[src/rtl/rf_pkg.sv]
// Package: shared sizing constants for the mirrored-bank register file.
// Assumes the register count is a power of two so addresses are dense.
package rf_pkg;
    localparam int RF_DATA_W   = 32;
    localparam int RF_NUM_REGS = 32;
    localparam int RF_BANKS    = 2;
endpackage

[src/rtl/rf_wr_gate.sv]
// Module: rf_wr_gate
// Turns the write request into one enable per register row. The enable for
// row 0 is held low, so the zero register is never written. A reset cycle
// suppresses every enable, which gives reset priority over a write.
// Assumes wr_addr is known whenever wr_en is high.
module rf_wr_gate #(
    parameter int NUM_REGS = 32,
    parameter int ADDR_W   = 5
) (
    input  logic                rst_n,
    input  logic                wr_en,
    input  logic [ADDR_W-1:0]   wr_addr,
    output logic [NUM_REGS-1:0] row_we
);
    logic live;

    // Purpose: a write is live only outside reset.
    always_comb begin
        live = rst_n & wr_en;
    end

    genvar r;
    generate
        for (r = 0; r < NUM_REGS; r++) begin : g_row
            if (r == 0) begin : g_zero
                assign row_we[r] = 1'b0;
            end else begin : g_dec
                assign row_we[r] = live && (wr_addr == ADDR_W'(r));
            end
        end
    endgenerate
endmodule

[src/rtl/rf_rd_mux.sv]
// Module: rf_rd_mux
// Combinational read selector for one bank. Address 0 is forced to zero,
// independent of what row 0 holds.
// Assumes rows is a packed image with row r in bits [r*DATA_W +: DATA_W].
module rf_rd_mux #(
    parameter int DATA_W   = 32,
    parameter int NUM_REGS = 32,
    parameter int ADDR_W   = 5
) (
    input  logic [NUM_REGS-1:0][DATA_W-1:0] rows,
    input  logic [ADDR_W-1:0]               rd_addr,
    output logic [DATA_W-1:0]               rd_data
);
    // Purpose: pick one row, hard zero for register 0.
    always_comb begin
        if (rd_addr == '0) begin
            rd_data = '0;
        end else begin
            rd_data = rows[rd_addr];
        end
    end
endmodule

[src/rtl/rf_bank.sv]
// Module: rf_bank
// One full copy of the register set with a single read path. Rows update on
// the rising edge from per-row enables; synchronous active-low reset clears
// all rows. The whole image is exported for mirror checking.
// Assumes at most one bit of row_we is set per cycle.
module rf_bank #(
    parameter int DATA_W   = 32,
    parameter int NUM_REGS = 32,
    parameter int ADDR_W   = 5
) (
    input  logic                         clk,
    input  logic                         rst_n,
    input  logic [NUM_REGS-1:0]          row_we,
    input  logic [DATA_W-1:0]            wr_data,
    input  logic [ADDR_W-1:0]            rd_addr,
    output logic [DATA_W-1:0]            rd_data,
    output logic [NUM_REGS*DATA_W-1:0]   img
);
    logic [NUM_REGS-1:0][DATA_W-1:0] rows;

    // Purpose: clear on reset, otherwise load enabled rows.
    always_ff @(posedge clk) begin
        if (!rst_n) begin
            rows <= '0;
        end else begin
            for (int r = 0; r < NUM_REGS; r++) begin
                if (row_we[r]) begin
                    rows[r] <= wr_data;
                end
            end
        end
    end

    // Purpose: flatten the contents for the checker.
    always_comb begin
        img = rows;
    end

    rf_rd_mux #(
        .DATA_W   (DATA_W),
        .NUM_REGS (NUM_REGS),
        .ADDR_W   (ADDR_W)
    ) rd_mux_i (
        .rows    (rows),
        .rd_addr (rd_addr),
        .rd_data (rd_data)
    );
endmodule

[src/rtl/rf_dual_bank.sv]
// Module: rf_dual_bank
// Two-read, one-write register file built from mirrored single-read banks.
// One shared row-enable vector feeds every bank, so each write lands in all
// copies on the same edge. Read port A is served by bank 0 and port B by bank 1.
// Assumes reset is applied before the first write.
module rf_dual_bank #(
    parameter int DATA_W   = rf_pkg::RF_DATA_W,
    parameter int NUM_REGS = rf_pkg::RF_NUM_REGS
) (
    input  logic                          clk,
    input  logic                          rst_n,
    input  logic                          wr_en,
    input  logic [$clog2(NUM_REGS)-1:0]   wr_addr,
    input  logic [DATA_W-1:0]             wr_data,
    input  logic [$clog2(NUM_REGS)-1:0]   rd_addr_a,
    output logic [DATA_W-1:0]             rd_data_a,
    input  logic [$clog2(NUM_REGS)-1:0]   rd_addr_b,
    output logic [DATA_W-1:0]             rd_data_b
);
    localparam int ADDR_W = $clog2(NUM_REGS);
    localparam int NBANK  = rf_pkg::RF_BANKS;
    localparam int IMG_W  = NUM_REGS * DATA_W;

    logic [NUM_REGS-1:0] row_we;
    logic [ADDR_W-1:0]   bank_rd_addr [NBANK];
    logic [DATA_W-1:0]   bank_rd_data [NBANK];
    logic [IMG_W-1:0]    bank_img     [NBANK];
    logic [IMG_W-1:0]    img_bank0;
    logic [IMG_W-1:0]    img_bank1;

    // Purpose: route each read port to its own bank.
    always_comb begin
        bank_rd_addr[0] = rd_addr_a;
        bank_rd_addr[1] = rd_addr_b;
        rd_data_a       = bank_rd_data[0];
        rd_data_b       = bank_rd_data[1];
        img_bank0       = bank_img[0];
        img_bank1       = bank_img[1];
    end

    rf_wr_gate #(
        .NUM_REGS (NUM_REGS),
        .ADDR_W   (ADDR_W)
    ) wr_gate_i (
        .rst_n   (rst_n),
        .wr_en   (wr_en),
        .wr_addr (wr_addr),
        .row_we  (row_we)
    );

    genvar b;
    generate
        for (b = 0; b < NBANK; b++) begin : g_bank
            rf_bank #(
                .DATA_W   (DATA_W),
                .NUM_REGS (NUM_REGS),
                .ADDR_W   (ADDR_W)
            ) bank_i (
                .clk     (clk),
                .rst_n   (rst_n),
                .row_we  (row_we),
                .wr_data (wr_data),
                .rd_addr (bank_rd_addr[b]),
                .rd_data (bank_rd_data[b]),
                .img     (bank_img[b])
            );
        end
    endgenerate
endmodule

[config.mk]
export PLATFORM = sky130hd
export DESIGN_NAME = rf_dual_bank
export DESIGN_NICKNAME = d
export VERILOG_FILES = /design/src/rtl/rf_pkg.sv /design/src/rtl/rf_wr_gate.sv /design/src/rtl/rf_rd_mux.sv /design/src/rtl/rf_bank.sv /design/src/rtl/rf_dual_bank.sv
export SDC_FILE = /design/constraint.sdc
export NUM_CORES = 2
export LEC_CHECK = 0
export ABC_AREA = 0
export BUFFER_PORTS_ARGS = -buffer_cell sky130_fd_sc_hd__buf_2
export CAP_MARGIN = 25
export CORE_UTILIZATION = 55
export DETAILED_ROUTE_END_ITERATION = 10
export MAX_ROUTING_LAYER = met4
export PLACE_DENSITY = 0.7
export SYNTH_ARGS = -nofsm -noshare
export SYNTH_HDL_FRONTEND = slang
export SYNTH_SLANG_ARGS = --single-unit
[constraint.sdc]
create_clock -name clk -period 4.4 [get_ports clk]
set_clock_uncertainty 0.15 [all_clocks]
set_input_delay 0.88 -clock clk [delete_from_list [all_inputs] [get_ports clk]]
set_output_delay 0.88 -clock clk [all_outputs]
set_load 0.005 [all_outputs]
==> After elaboration in Yosys (flattened, before gate mapping) <==
Index checks and enable logic that the tools add are counted.
{ "word_totals": {"output_inout_bits": 64, "input_bits": 50, "word_cells": 104, "register_bits": 992} }
{ "classes": {"n_eq_ne": 31, "n_mux": 6, "n_reduce_logical": 33, "bitwise": 1, "magnitude_cmp": 2} }
{ "ops": {"columns": ["operator", "count"], "rows": [
  ["binary-select mux 32 bit (select 5 bit)", 2],
  ["two-way mux 32 bit", 4],
  ["== test 5 bit, second input constant", 16],
  ["== test 5 x 4 -> 1 bit, second input constant", 8],
  ["logical AND 1 bit", 31],
  ["== test 5 x 3 -> 1 bit, second input constant", 4],
  ["less-than comparator 5 x 6 -> 1 bit, second input constant", 2],
  ["== test 5 x 2 -> 1 bit, second input constant", 2],
  ["zero test 5 bit", 2],
  ["== test 5 x 1 -> 1 bit, second input constant", 1],
  ["bitwise AND 1 bit", 1]
]} }

==> Logic depth before layout (Yosys ltp) <==
{ "depth": {"depth_word": 3, "ltp_mapped": 9} }

==> By module <==
A second synthesis with hierarchy kept.
{ "hier_totals": {"cells_unflattened": 8202, "hier_area_um2": 101488.6} }
{ "by_module_without_submodules": {"columns": ["module", "seq_area_each_um2", "area_per_inst_um2", "cells_per_inst", "n_inst"], "rows": [
  ["rf_bank", 20499.7, 42206.7, 3410, 2],
  ["rf_rd_mux", 0.0, 8368.0, 664, 2],
  ["rf_wr_gate", 0.0, 339.1, 54, 1]
]} }

==> Least setup slack after synthesis <==
OpenSTA, ideal clock, no wires.
{ "synth_path": {"path_kind": "input to output", "start": "in rd_addr_b[1]", "end": "out rd_data_b[30]", "arrival_time_ps": 2317, "n_path_buf": 3, "setup_slack_ps": 1053, "path_stages": 6, "cell_sequence": "clkbuf_1 -> buf_2 -> buf_2 -> mux4_2 -> a22oi_1 -> o311ai_0"} }
{ "synth_between": {"elab_chain_len": 3, "elab_cells_between_ends": 4, "cone_classes": "mux: 3; reduce/logical: 1"} }
{ "synth_rtl": {"columns": ["item", "line_no", "rtl"], "rows": [
  ["start, declared", "rf_dual_bank.sv:17", "input logic [$clog2(NUM_REGS)-1:0] rd_addr_b,"],
  ["binary-select mux 32 bit (select 5 bit)", "rf_rd_mux.sv:19", "rd_data = rows[rd_addr];"],
  ["two-way mux 32 bit (implied by the code)", "rf_rd_mux.sv:19", null],
  ["two-way mux 32 bit (*)", "rf_rd_mux.sv:16", "if (rd_addr == '0) begin"],
  ["end, declared", "rf_dual_bank.sv:18", "output logic [DATA_W-1:0] rd_data_b"]
]} }
Mark *: on every way between the ends. The rest lies on a longest branch, timed or not. The select of a mux whose other input is x is not followed.

==> Worst setup path in the final report <==
{ "layout_path": {"start": "in rd_addr_a[1]", "end": "out rd_data_a[13]"} }
{ "layout_between": {"elab_chain_len": 3, "elab_cells_between_ends": 4, "cone_classes": "mux: 3; reduce/logical: 1"} }
{ "layout_rtl": {"columns": ["item", "line_no", "rtl"], "rows": [
  ["start, declared", "rf_dual_bank.sv:15", "input logic [$clog2(NUM_REGS)-1:0] rd_addr_a,"],
  ["binary-select mux 32 bit (select 5 bit)", "rf_rd_mux.sv:19", null],
  ["two-way mux 32 bit (implied by the code)", "rf_rd_mux.sv:19", null],
  ["two-way mux 32 bit (*)", "rf_rd_mux.sv:16", null],
  ["end, declared", "rf_dual_bank.sv:16", "output logic [DATA_W-1:0] rd_data_a,"]
]} }
Marked as above.

==> summary.md <==
| Metric | Value |
|---|---|
| DRT antenna net count | `0` |
| Synthesized flop and latch total | `992` |
| Failing checks | `setup timing` |
| Worst Tran Pin Value | `1.20 ns` |
| DRT Wirelength | `220 mm` |
| Netlist cell types | `59` |
| Pwr Density | `346 nW/um2` |
| Syn avg cell area | `9.02 um2` |
| Die X | `313 um` |
| Relative slew slack | `0.190` |
| CTS tree | `done` |
| Routed len/inst | `30.8 um` |
| Worst EP arrival | `3.43 ns` |
| Initial cell density of the core | `0.557` |
| Area added between synthesis and finish | `11.8%` |
| Final setup violation count | `2` |
| Req. time, crit path | `3.37 ns` |
| Congestion Overflow GR | `0` |
| Slowest stage cell, crit path | `a2111oi_0` |
| IO Port Bufs | `113` |
| Filler instances | `7964` |
| Worst Hold Class | `reg2reg` |
| Hold Crit Depth | `2` |
| Post-route setup slack | `-0.0613 ns` |
| Peak Freq | `0.224 GHz` |
| Longest Clk Path Bufs | `3` |
| Ports | `114` |
| DP Wirelength | `138 mm` |
| Worst stage delay on the critical path | `0.73 ns` |
| Share of cells above drive strength 1 | `0.198` |
| First-pass GRT wire length | `316 mm` |
| Synth warn | `0` |
| Async S/R FF share, synth | `0` |
| Die ar. | `97800 um2` |
| Max reg flops | `992` |
| Crit share post-route | `1.01` |
| Mapped Cells | `5884` |
| Num CTS Buffers | `106` |
| Routability Congestion | `1.01` |
| Placed Cells | `6945` |
| Reg2Reg Depth | `2` |
| Vias in the first global route | `46258` |
| CTS root buffer | `clkbuf_16` |
| Post-synth top flop | `dfxtp_1` |
| Overall via count from detail_route | `49281` |
| Tmin final | `4.46 ns` |
| CTS H-tree depth | `3` |
| Crit-path max FO | `29` |
| LEAKAGE | `20.0 nW` |
| Peak VDD IR | `0.360 mV` |
| Layout Cells excl Fill | `7156` |
| Status | `finished, violations left` |
| Layout Utilization | `0.623` |
| Unrepaired setup endpoints after global routing | `false` |
| DRT Pass-1 Iters | `6` |
| Cts hold-fix bufs | `0` |
| Slew Viols, Final | `0` |
| Cells along the critical path | `buf_8, nor2b_4, buf_4, a221oi_1, a2111oi_0, buf_4, a21o_1, buf_2` |
| Core Region | `95300 um2` |
| Via density | `6.89` |
| Crit path capture type | `primary output` |
| Hold Fails Final Rpt | `0` |
| Crit path kind | `in2out` |
| DR iter-0 viols | `8077` |
| Initial antenna violation count | `16` |
| Die H | `313 um` |
| Clock latency on the worst-skew pair | `0.69 ns` |
| FP Rows | `113` |
| CP Launch Type | `input port` |
| Number of synthesized flops with an enable pin | `0` |
| Nets | `5838` |
| Largest net degree at the start of global routing | `239` |
| Clock sinks | `992` |
| Clock slew at reported path FFs | `0.06 ns` |
| Crit path top cell by count | `buf_4` |
| Sequential area share after synthesis | `0.374` |
| Max-cap viol count | `0` |
| Syn nets | `5934` |
| DRC Markers | `0` |
| Total Routing Usage GR | `0.453` |
| Post-Syn Area | `53100 um2` |
## through the flow
stage / setup WS [ns] / hold slack (ns) / area [um2] / setup TNS (ns) / total power [mW]
4_1_cts: 0.00448 / 0.317 / 59300 / 0 / 20.4
6_report: -0.0613 / 0.317 / 59400 / -0.0691 / 20.6
5_1_grt: 0.0337 / 0.330 / 59400 / 0 / 20.9
3_3_place_gp: -0.107 / 0.300 / 55600 / -0.107 / 11.0
3_5_place_dp: -0.212 / 0.309 / 55600 / -0.212 / 11.0
2_1_floorplan: 1.05 / 0.291 / 53100 / 0 / 10.3
## cell usage after synthesis (all sizes together), types with 5 or more instances
master | n | area, um2
o221ai | 12 | 105
a21boi | 992 | 7450
or2 | 9 | 56.3
nor3 | 26 | 195
nand3 | 42 | 223
nor2 | 28 | 105
and3b | 5 | 43.8
nor2b | 31 | 194
a22oi | 106 | 796
nand2 | 2023 | 7590
a211oi | 7 | 52.6
inv | 20 | 75.1
nand4b | 5 | 43.8
a221oi | 53 | 477
mux4 | 350 | 7880
a22o | 38 | 333
and3 | 16 | 100
dfxtp | 992 | 19900
clkbuf | 348 | 1310
o311ai | 15 | 131
o21ai | 7 | 35.0
mux2 | 138 | 1550
a21o | 5 | 37.5
nand2b | 11 | 68.8
o211a | 6 | 60.1
buf | 268 | 1610
or3 | 20 | 125
mux2i | 132 | 1320
o31a | 15 | 131
a21oi | 19 | 95.1
a211o | 22 | 193
o22ai | 62 | 388
a2111oi | 6 | 52.6
nand4 | 30 | 188
## layout make-up
| cell class | count | area, um2 | share of cell area |
|---|---|---|---|
| clock buffers | 146 | 3050 | 0.0514 |
| repair buffers | 412 | 3550 | 0.0598 |
| well taps | 1265 | 1580 | 0.0267 |
| clock inverters | 48 | 639 | 0.0108 |
| multi-input cells | 4256 | 30600 | 0.515 |
| diodes | 17 | 42.5 | 0.000717 |
| flip-flops and latches | 992 | 19900 | 0.335 |
| inverters | 20 | 75.1 | 0.00126 |
## routing by layer
metal / global-route usage / routed length, um
met1: 0.584 / 79300
met2: 0.621 / 90600
met3: 0.135 / 33600
met4: 0.282 / 16600
met5: - / 0
## power breakdown
part           switching, mW  total, mW  internal (mW)
Clock                   3.96       9.67           5.71
Sequential            0.0292       9.05           9.02
Combinational           1.18       1.84          0.655
## final timing paths
kind,slack [ns],endpoint,from
max,-0.06,rd_data_a[13],rd_addr_a[1]
min,0.32,g_bank[1].bank_i.img[204],g_bank[1].bank_i.img[204]
max reg2reg,3.50,g_bank[0].bank_i.img[945],g_bank[0].bank_i.img[945]
min reg2reg,0.32,g_bank[1].bank_i.img[204],g_bank[1].bank_i.img[204]
## worst max-delay path, delay by kind of cell
family / cells / cell delay [ns]
AND/OR/NAND/NOR: 1 / 0.59
AO/OA/AOI/OAI: 3 / 0.99
buffers and inverters: 4 / 0.94
## logic make-up after synthesis
kind of cell,count (synthesis),synth area share
simple gates,2261,0.171
compound gates,1375,0.196
flops,992,0.374
buf+inv,636,0.0563
mux,620,0.203
## what timing repair did
item / 4_1_cts / 5_1_grt
hold endpoints to repair: 0 / 0
gates resized for setup: 1 / 1
setup buffers: 0 / 0
setup endpoints to repair: 1 / 1
## placed cells by master (no fill, tap or decap), types with 106 or more instances in the layout
cell type and n:
mux2_2 138, mux4_2 350, buf_2 109, buf_4 242
a22oi_1 106, mux2i_1 132, dfxtp_1 992, a21boi_1 200
a21boi_0 792, clkbuf_16 107, nand2_1 2023
Note: power is estimated with default switching activity, not from simulation.
